## config.mk

```make
export PLATFORM = sky130hd
export DESIGN_NAME = tcap_top
export DESIGN_NICKNAME = d
export VERILOG_FILES = /design/src/rtl/tcap_pkg.sv /design/src/rtl/tcap_counter.sv /design/src/rtl/tcap_edge_sync.sv /design/src/rtl/tcap_capture_regs.sv /design/src/rtl/tcap_top.sv
export SDC_FILE = /design/constraint.sdc
export NUM_CORES = 1
export LEC_CHECK = 0
export BUFFER_PORTS_ARGS = -buffer_cell sky130_fd_sc_hd__buf_2
export CAP_MARGIN = 20
export CORE_MARGIN = 3
export CORE_UTILIZATION = 45
export DETAILED_ROUTE_END_ITERATION = 12
export HOLD_SLACK_MARGIN = 0.05
export PLACE_DENSITY = 0.75
export SYNTH_ARGS = -nofsm -noshare
export SYNTH_HDL_FRONTEND = slang
export SYNTH_SLANG_ARGS = --single-unit
```

## constraint.sdc

```tcl
create_clock -name clk -period 1.9 [get_ports clk]
set_input_delay 0 -clock clk [delete_from_list [all_inputs] [get_ports clk]]
set_output_delay 0 -clock clk [all_outputs]
set_load 0.02 [all_outputs]
```

## src/rtl/tcap_pkg.sv

```systemverilog
package tcap_pkg;

  typedef enum logic {
    EDGE_FALL = 1'b0,
    EDGE_RISE = 1'b1
  } edge_sel_e;

  function automatic int unsigned phase_width(input int unsigned div);
    return (div > 1) ? $clog2(div) : 1;
  endfunction

endpackage

```

## src/rtl/tcap_counter.sv

```systemverilog
module tcap_counter #(
  parameter int unsigned CNT_W   = 16,
  parameter int unsigned PRE_DIV = 4,
  parameter logic [CNT_W-1:0] RST_VAL = 16'hFFFC
) (
  input  logic             clk,
  input  logic             rst_n,
  output logic [CNT_W-1:0] count_o,
  output logic             tick_o
);
  import tcap_pkg::*;

  localparam int unsigned PW = phase_width(PRE_DIV);
  localparam logic [PW-1:0] LAST_PHASE = PW'(PRE_DIV - 1);

  logic [PW-1:0]    phase_q, phase_d;
  logic [CNT_W-1:0] count_q, count_d;
  logic             tick;

  always_comb begin
    tick    = (phase_q == LAST_PHASE);
    phase_d = tick ? '0 : phase_q + PW'(1);
    count_d = count_q + CNT_W'(1);
  end

  always_ff @(posedge clk or negedge rst_n) begin
    if (!rst_n) begin
      phase_q <= '0;
      count_q <= RST_VAL;
    end else begin
      phase_q <= phase_d;
      if (tick) count_q <= count_d;
    end
  end

  assign count_o = count_q;
  assign tick_o  = tick;

  // a prescaler tick advances the count by exactly one
  p_tick_step_r2: assert property (@(posedge clk) disable iff (!rst_n)
    tick_o |=> (count_o == $past(count_o) + CNT_W'(1)));

  // between ticks the count holds
  p_idle_hold_r2: assert property (@(posedge clk) disable iff (!rst_n)
    !tick_o |=> $stable(count_o));

endmodule

```

## src/rtl/tcap_edge_sync.sv

```systemverilog
module tcap_edge_sync #(
  parameter int unsigned CNT_W  = 16,
  parameter int unsigned STAGES = 2
) (
  input  logic                 clk,
  input  logic                 rst_n,
  input  logic                 pin_i,
  input  tcap_pkg::edge_sel_e  edge_sel_i,
  input  logic [CNT_W-1:0]     count_i,
  output logic                 stb_o,
  output logic [CNT_W-1:0]     stamp_o
);
  import tcap_pkg::*;

  // lvl_q[STAGES-1] is the synchronized level, lvl_q[STAGES] its previous value
  logic [STAGES:0]  lvl_q, lvl_d;
  logic [CNT_W-1:0] stamp_q [STAGES];
  logic             lvl_now, lvl_prev, rise, fall;

  always_comb begin
    lvl_d    = {lvl_q[STAGES-1:0], pin_i};
    lvl_now  = lvl_q[STAGES-1];
    lvl_prev = lvl_q[STAGES];
    rise     = lvl_now & ~lvl_prev;
    fall     = ~lvl_now & lvl_prev;
    stb_o    = (edge_sel_i == EDGE_RISE) ? rise : fall;
  end

  always_ff @(posedge clk or negedge rst_n) begin
    if (!rst_n) lvl_q <= '0;
    else        lvl_q <= lvl_d;
  end

  // Counter value travels beside the pin level, one slot per synchronizer stage
  for (genvar g = 0; g < STAGES; g++) begin : g_stamp
    if (g == 0) begin : g_head
      always_ff @(posedge clk) stamp_q[g] <= count_i;
    end else begin : g_body
      always_ff @(posedge clk) stamp_q[g] <= stamp_q[g-1];
    end
  end

  assign stamp_o = stamp_q[STAGES-1];

  // a strobe only fires on a real level change of the synchronized input
  p_edge_level_r4: assert property (@(posedge clk) disable iff (!rst_n)
    stb_o |-> (lvl_now != lvl_prev));

  // the new level matches the selected polarity
  p_edge_polarity_r4: assert property (@(posedge clk) disable iff (!rst_n)
    stb_o |-> (lvl_now == (edge_sel_i == EDGE_RISE)));

endmodule

```

## src/rtl/tcap_capture_regs.sv

```systemverilog
module tcap_capture_regs #(
  parameter int unsigned CNT_W   = 16,
  parameter int unsigned BYTE_W  = 8,
  parameter int unsigned ADDR_W  = 4,
  parameter int unsigned HI_ADDR = 4
) (
  input  logic              clk,
  input  logic              rst_n,
  input  logic              stb_i,
  input  logic [CNT_W-1:0]  stamp_i,
  input  logic              clr_i,
  input  logic [ADDR_W-1:0] addr_i,
  output logic [BYTE_W-1:0] rdata_o,
  output logic              flag_o
);
  localparam logic [ADDR_W-1:0] A_HI = ADDR_W'(HI_ADDR);
  localparam logic [ADDR_W-1:0] A_LO = ADDR_W'(HI_ADDR + 1);

  logic [CNT_W-1:0] cap_q, cap_d;
  logic             flag_q, flag_d;

  always_comb begin
    cap_d  = stamp_i + CNT_W'(1);
    flag_d = stb_i | (flag_q & ~clr_i);
    if (addr_i == A_HI)      rdata_o = cap_q[CNT_W-1 -: BYTE_W];
    else if (addr_i == A_LO) rdata_o = cap_q[BYTE_W-1:0];
    else                     rdata_o = '0;
  end

  // Timestamp deliberately has no reset
  always_ff @(posedge clk) begin
    if (stb_i) cap_q <= cap_d;
  end

  always_ff @(posedge clk or negedge rst_n) begin
    if (!rst_n) flag_q <= 1'b0;
    else        flag_q <= flag_d;
  end

  assign flag_o = flag_q;

  // a capture always leaves the flag set (also covers set-wins of R6)
  p_flag_set_r5: assert property (@(posedge clk) disable iff (!rst_n)
    stb_i |=> flag_o);

  // a clear without a capture drops the flag
  p_flag_clr_r6: assert property (@(posedge clk) disable iff (!rst_n)
    (clr_i && !stb_i) |=> !flag_o);

  // no capture and no clear means the flag holds
  p_flag_hold_r5: assert property (@(posedge clk) disable iff (!rst_n)
    (!stb_i && !clr_i) |=> $stable(flag_o));

  // the timestamp changes only on a capture strobe
  p_cap_hold_r3: assert property (@(posedge clk) disable iff (!rst_n)
    !stb_i |=> $stable(cap_q));

endmodule

```

## src/rtl/tcap_top.sv

```systemverilog
module tcap_top #(
  parameter int unsigned CNT_W   = 16,
  parameter int unsigned PRE_DIV = 4,
  parameter int unsigned STAGES  = 2,
  parameter int unsigned ADDR_W  = 4,
  parameter int unsigned HI_ADDR = 4,
  parameter logic [CNT_W-1:0] RST_VAL = 16'hFFFC
) (
  input  logic                clk,
  input  logic                rst_n,
  input  logic                cap_pin,
  input  logic                edge_rise,
  input  logic                flag_clr,
  input  logic [ADDR_W-1:0]   reg_addr,
  output logic [CNT_W/2-1:0]  reg_rdata,
  output logic                cap_flag,
  output logic [CNT_W-1:0]    timer_count
);
  import tcap_pkg::*;

  localparam int unsigned BYTE_W = CNT_W / 2;

  logic             tick;
  logic             cap_stb;
  logic [CNT_W-1:0] stamp;
  edge_sel_e        edge_sel;

  assign edge_sel = edge_sel_e'(edge_rise);

  tcap_counter #(
    .CNT_W(CNT_W), .PRE_DIV(PRE_DIV), .RST_VAL(RST_VAL)
  ) u_cnt (
    .clk(clk), .rst_n(rst_n), .count_o(timer_count), .tick_o(tick)
  );

  tcap_edge_sync #(
    .CNT_W(CNT_W), .STAGES(STAGES)
  ) u_edge (
    .clk(clk), .rst_n(rst_n), .pin_i(cap_pin), .edge_sel_i(edge_sel),
    .count_i(timer_count), .stb_o(cap_stb), .stamp_o(stamp)
  );

  tcap_capture_regs #(
    .CNT_W(CNT_W), .BYTE_W(BYTE_W), .ADDR_W(ADDR_W), .HI_ADDR(HI_ADDR)
  ) u_regs (
    .clk(clk), .rst_n(rst_n), .stb_i(cap_stb), .stamp_i(stamp),
    .clr_i(flag_clr), .addr_i(reg_addr), .rdata_o(reg_rdata), .flag_o(cap_flag)
  );

  // ticks are spaced by the prescaler, so the count never moves on consecutive clocks
  p_no_double_step_r2: assert property (@(posedge clk) disable iff (!rst_n)
    (tick && PRE_DIV > 1) |=> !tick);

endmodule

```

After elaboration in Yosys (flattened, before gate mapping)
Memories as Yosys holds them, arrays and structs flattened. Index checks and enable logic that the tools add are counted.

Output and inout port bits: 25. Memory bits (writable): 32. Bits in read-only memories: 0. Word-level logic and storage cells: 23. Latch bits: 0. Flip-flop bits (word level): 38. Memories kept: 1.

Shift-type cells: 0. Reductions and logical operators: 0. Muxes and demuxes: 4. Equal/unequal tests: 3. Bitwise operators: 7. Div/mod/pow operators: 0. $add $sub $neg: 3. Order comparisons: 0. Multipliers: 0.

Memory list: u_edge.stamp_q (depth 2, bits a word 16, rd ports 2, clocked after memory_dff 0, wr ports 2, line tcap_edge_sync.sv:17) `logic [CNT_W-1:0] stamp_q [STAGES];`.

Operator list (number): $add A16 B1 Y16 const B (2); $mux W8 (2); $eq A4 B3 Y1 const B (2); $and A1 B1 Y1 (3); $not A1 Y1 (3); $add A2 B1 Y2 const B (1); $eq A2 B2 Y1 const B (1); $mux W2 (1); $mux W1 (1); $or A1 B1 Y1 (1).

Longest topological paths before layout
Depth after elaboration: 4. Depth in mapped cells: 5. Gate-level depth less buffers: 4.

Modules after synthesis
From an unflattened synthesis, not the netlist that was laid out.

Cells, all modules: 195. Area, all modules: 2578.7 um^2.

Modules (own cells, without submodules): tcap_capture_regs (area each 922.1 um^2, seq. area each 505.5 um^2, cells each 80, instances 1); tcap_edge_sync (area each 858.3 um^2, seq. area each 715.7 um^2, cells each 54, instances 1); tcap_counter (area each 798.3 um^2, seq. area each 467.9 um^2, cells each 61, instances 1).

Worst setup path before layout
Ideal clock, no wire load.

Path type: register to register. Start: reg u_edge.lvl_q[1]. End: reg u_regs.cap_q[0] (enable). Cell stages (with the launch flop): 3. Clock period less this slack: 1.756 ns. Arrival: 1.359 ns. Setup slack: 0.144 ns. Required time: 1.503 ns. Path through: dfrtp_1 > nand2b_1 > o22ai_1.

Cells in the longest elaborated chain, start to end: 3. Elaborated cells between the ends (all ways): 4. Those cells by class: 1 x mux; 3 x bitwise.

RTL lines: start, declared (line tcap_edge_sync.sv:16) `logic [STAGES:0] lvl_q, lvl_d;`; start signal, assigned (line tcap_edge_sync.sv:31) `else lvl_q <= lvl_d;`; $not A1 Y1 (line tcap_edge_sync.sv:25) `fall = ~lvl_now & lvl_prev;`; $and A1 B1 Y1 (line tcap_edge_sync.sv:25); $mux W1 (*) (line tcap_edge_sync.sv:26) `stb_o = (edge_sel_i == EDGE_RISE) ? rise : fall;`; named net cap_stb (line tcap_top.sv:24) `logic cap_stb;`; end signal, assigned (line tcap_capture_regs.sv:32) `if (stb_i) cap_q <= cap_d;`; end, declared (line tcap_capture_regs.sv:19) `logic [CNT_W-1:0] cap_q, cap_d;`.

The timed path passes the listed nets; every way through them passes the cells marked *. A chain may end at the register's enable or synchronous reset.

Worst setup path after layout
Start: reg u_cnt.phase_q[0]. End: reg u_cnt.count_q[14] (netlist: u_cnt.count_o[14]).

Cells in the longest elaborated chain, start to end: 1.

RTL lines: start, declared (line tcap_counter.sv:16) `logic [PW-1:0] phase_q, phase_d;`; start signal, assigned (line tcap_counter.sv:31) `phase_q <= phase_d;`; $eq A2 B2 Y1 (line tcap_counter.sv:21) `tick = (phase_q == LAST_PHASE);`; end signal, assigned (line tcap_counter.sv:32) `if (tick) count_q <= count_d;`; end, declared (line tcap_counter.sv:17) `logic [CNT_W-1:0] count_q, count_d;`.

No other way between the ends.

==> run metrics <==
layout cells sized above 1 0.332; register area share after synthesis 0.667; Yosys warning total 0; remaining antenna violation count 0; total congestion overflow 0; worst hold path class in -> async; pins over their slew limit 0; RSZ-0062 raised after global routing no; crit-path leading delay family simple AND/OR/NAND/NOR gates; synth cell count leaders dfxtp_1 (32), xor2_1 (20), edfxtp_1 (16), nor2_1 (15), dfstp_2 (14); worst slew pin tran 0.479 ns; PostCTS Resize Cnt 0; CTS tree built; post-synth top area share 0.253; Setup Slack @ Placement 0.354 ns; status finished, final reports clean; CP Capture Type register; crit path setup slack, layout around 0.35 ns; crit path buf inv count 0; Critical Path Start Type register; WP data required 2.16 ns; post-synth net total 195; PwrDens 925 nW/µm²; PortBufs 33; worst-path maximum fanout 9; Post-synth EDFFs 16; Tmin final 1.55 ns; global-route wire length before repair 6130 µm; Worst-path clk slew 0.07 ns; largest net degree at the start of global routing 23; crit path cell chain ha_1 -> nand4_4 -> nor4_2 -> xor2_1; Die W 81.0 µm; All-Layer GR Usage 0.125; skew final 0.00816 ns; post-detail-place hpwl 2550 µm; #FFs+latches synth 70; die area 6570 µm²; fmax 644 MHz; CP Data Arrival Time 1.81 ns; Iter 0 DRT Violations 87; routed length per placed instance 11.6 µm; I/O pins 34; Pwr Total 2.78 mW; Synth Flop Type dfxtp_1; Slowest cell on crit path ha_1; Setup CP Type reg -> reg; Num Clock Sinks 70; average size of a mapped cell 13.8 µm²; fin crit share 0.817; synthesized instance count 183; Crit path largest cell delay ~0.39 ns; # nets final 239; Max Root-Sink Buffers 2; vias in the first global route 1,330; initial antenna violation count 0; P_leak 1.31 nW; Area growth syn-to-layout 18.6%; top cell type by total area after synthesis dfxtp_1; # rows 26; antenna cell count 0; Initial Util 0.481; DIE HEIGHT 81.0 µm; Post-CTS Setup Inserts 0; Core ar. 5270 µm²; DR pass1 iterations 4; cell area after synthesis between 2000 and 3000 µm²; relative slew slack 0.681; H-tree Lvls 3; final count of hold timing violations 0; total wire length 3510 µm; Yosys cell types 26; Final Setup Violations 0; Synth area leaders dfxtp_1 (25%), edfxtp_1 (19%), dfstp_2 (15%); Inserted Clock Buffers 9; Via density 4.68; maximum VDD drop between 0.0006 and 0.0007 V; max-cap violations 0; Post-synth ARST share 0.314; total number of vias 1,414; hold_ws 0.165 ns; clk_lat worst skew 0.33 ns; GP Congestion ~0.74; most common cell in the synthesized netlist dfxtp_1; Post-route DRC 0; setup TNS 0 ns; root buf cell clkbuf_8
-- cell type report --
type	instances	area (µm²)
fillers	445	2270
well taps	70	87.6
clock inverters	4	45.0
flip-flops and latches	70	1690
multi-input cells	103	802
inverters	6	22.5
clock buffers	12	155
repair buffers	37	203
-- placed cells by master (no fill, tap or decap) --
cell,instances
a21o_1,1
buf_2,33
buf_4,1
bufinv_16,1
clkbuf_1,1
clkbuf_8,11
clkinv_2,3
dfrtp_1,8
dfstp_2,14
dfxtp_1,32
dlygate4sd3_1,3
edfxtp_1,16
ha_1,3
inv_1,6
mux2_2,1
mux2i_1,8
nand2_1,9
nand2b_1,1
nand3_1,8
nand3_2,1
nand4_1,6
nand4_4,3
nor2_1,15
nor3_1,8
nor4_2,7
nor4_4,1
o22ai_1,1
or3b_2,1
xnor2_1,9
xor2_1,20
-- cell families after synthesis --
| logic type | synth area share |
|---|---|
| flops | 0.667 |
| simple gates | 0.160 |
| xor+xnor | 0.100 |
| buf+inv | 0.0168 |
| mux | 0.0361 |
| fa+ha+maj | 0.0148 |
| compound gates | 0.00543 |
-- power breakdown --
part           switching [mW]  internal, mW
Clock                   0.484         0.671
Sequential            0.00655          1.55
Combinational          0.0409        0.0282
-- through the flow --
step / std cells / util / cell area, µm²
2_1_floorplan: 183 / - / 2530
3_3_place_gp: 283 / 0.526 / 2770
3_5_place_dp: 283 / 0.526 / 2770
4_1_cts: 302 / 0.570 / 3000
5_1_grt: 302 / 0.570 / 3000
6_report: 302 / 0.570 / 3000
-- repair_timing --
item                                   CTS  global route
hold buffers                             3             0
setup endpoints to repair                0             0
endpoints found under the hold margin   24             0
-- routing by layer --
layer,share of wire,GRT usage,vias up,wire length [µm]
met3,0.064,0.0466,10,224
li1,-,-,724,-
met1,0.47,0.159,640,1640
met5,0,0,-,0
met4,0.022,0.0659,0,77
met2,0.45,0.186,40,1560
-- registers in the layout (all words and copies together) (netlist names) --
register        cells
u_regs.flag_o       1
u_cnt.count_o      16
u_regs.cap_q       16
u_edge.stamp_q     32
u_cnt.phase_q       2
u_edge.lvl_q        3
-- final timing paths --
kind / start / endpoint / slack, ns / depth (start not counted)
worst max-delay path: u_cnt.phase_q[0] / u_cnt.count_o[14] / 0.35 / 4
worst min-delay path: rst_n / u_cnt.phase_q[0] / 0.17 / 2
worst max register to register: u_cnt.phase_q[0] / u_cnt.count_o[14] / 0.35 / 4
worst min register to register: u_edge.stamp_q[0][3] / u_edge.stamp_q[0][19] / 0.32 / 0
max in group asynchronous: rst_n / u_cnt.count_o[15] / 1.39 / 2
min in group clk: edge_rise / u_regs.cap_q[1] / 0.22 / 3
Power figures use the tool's default switching activity.
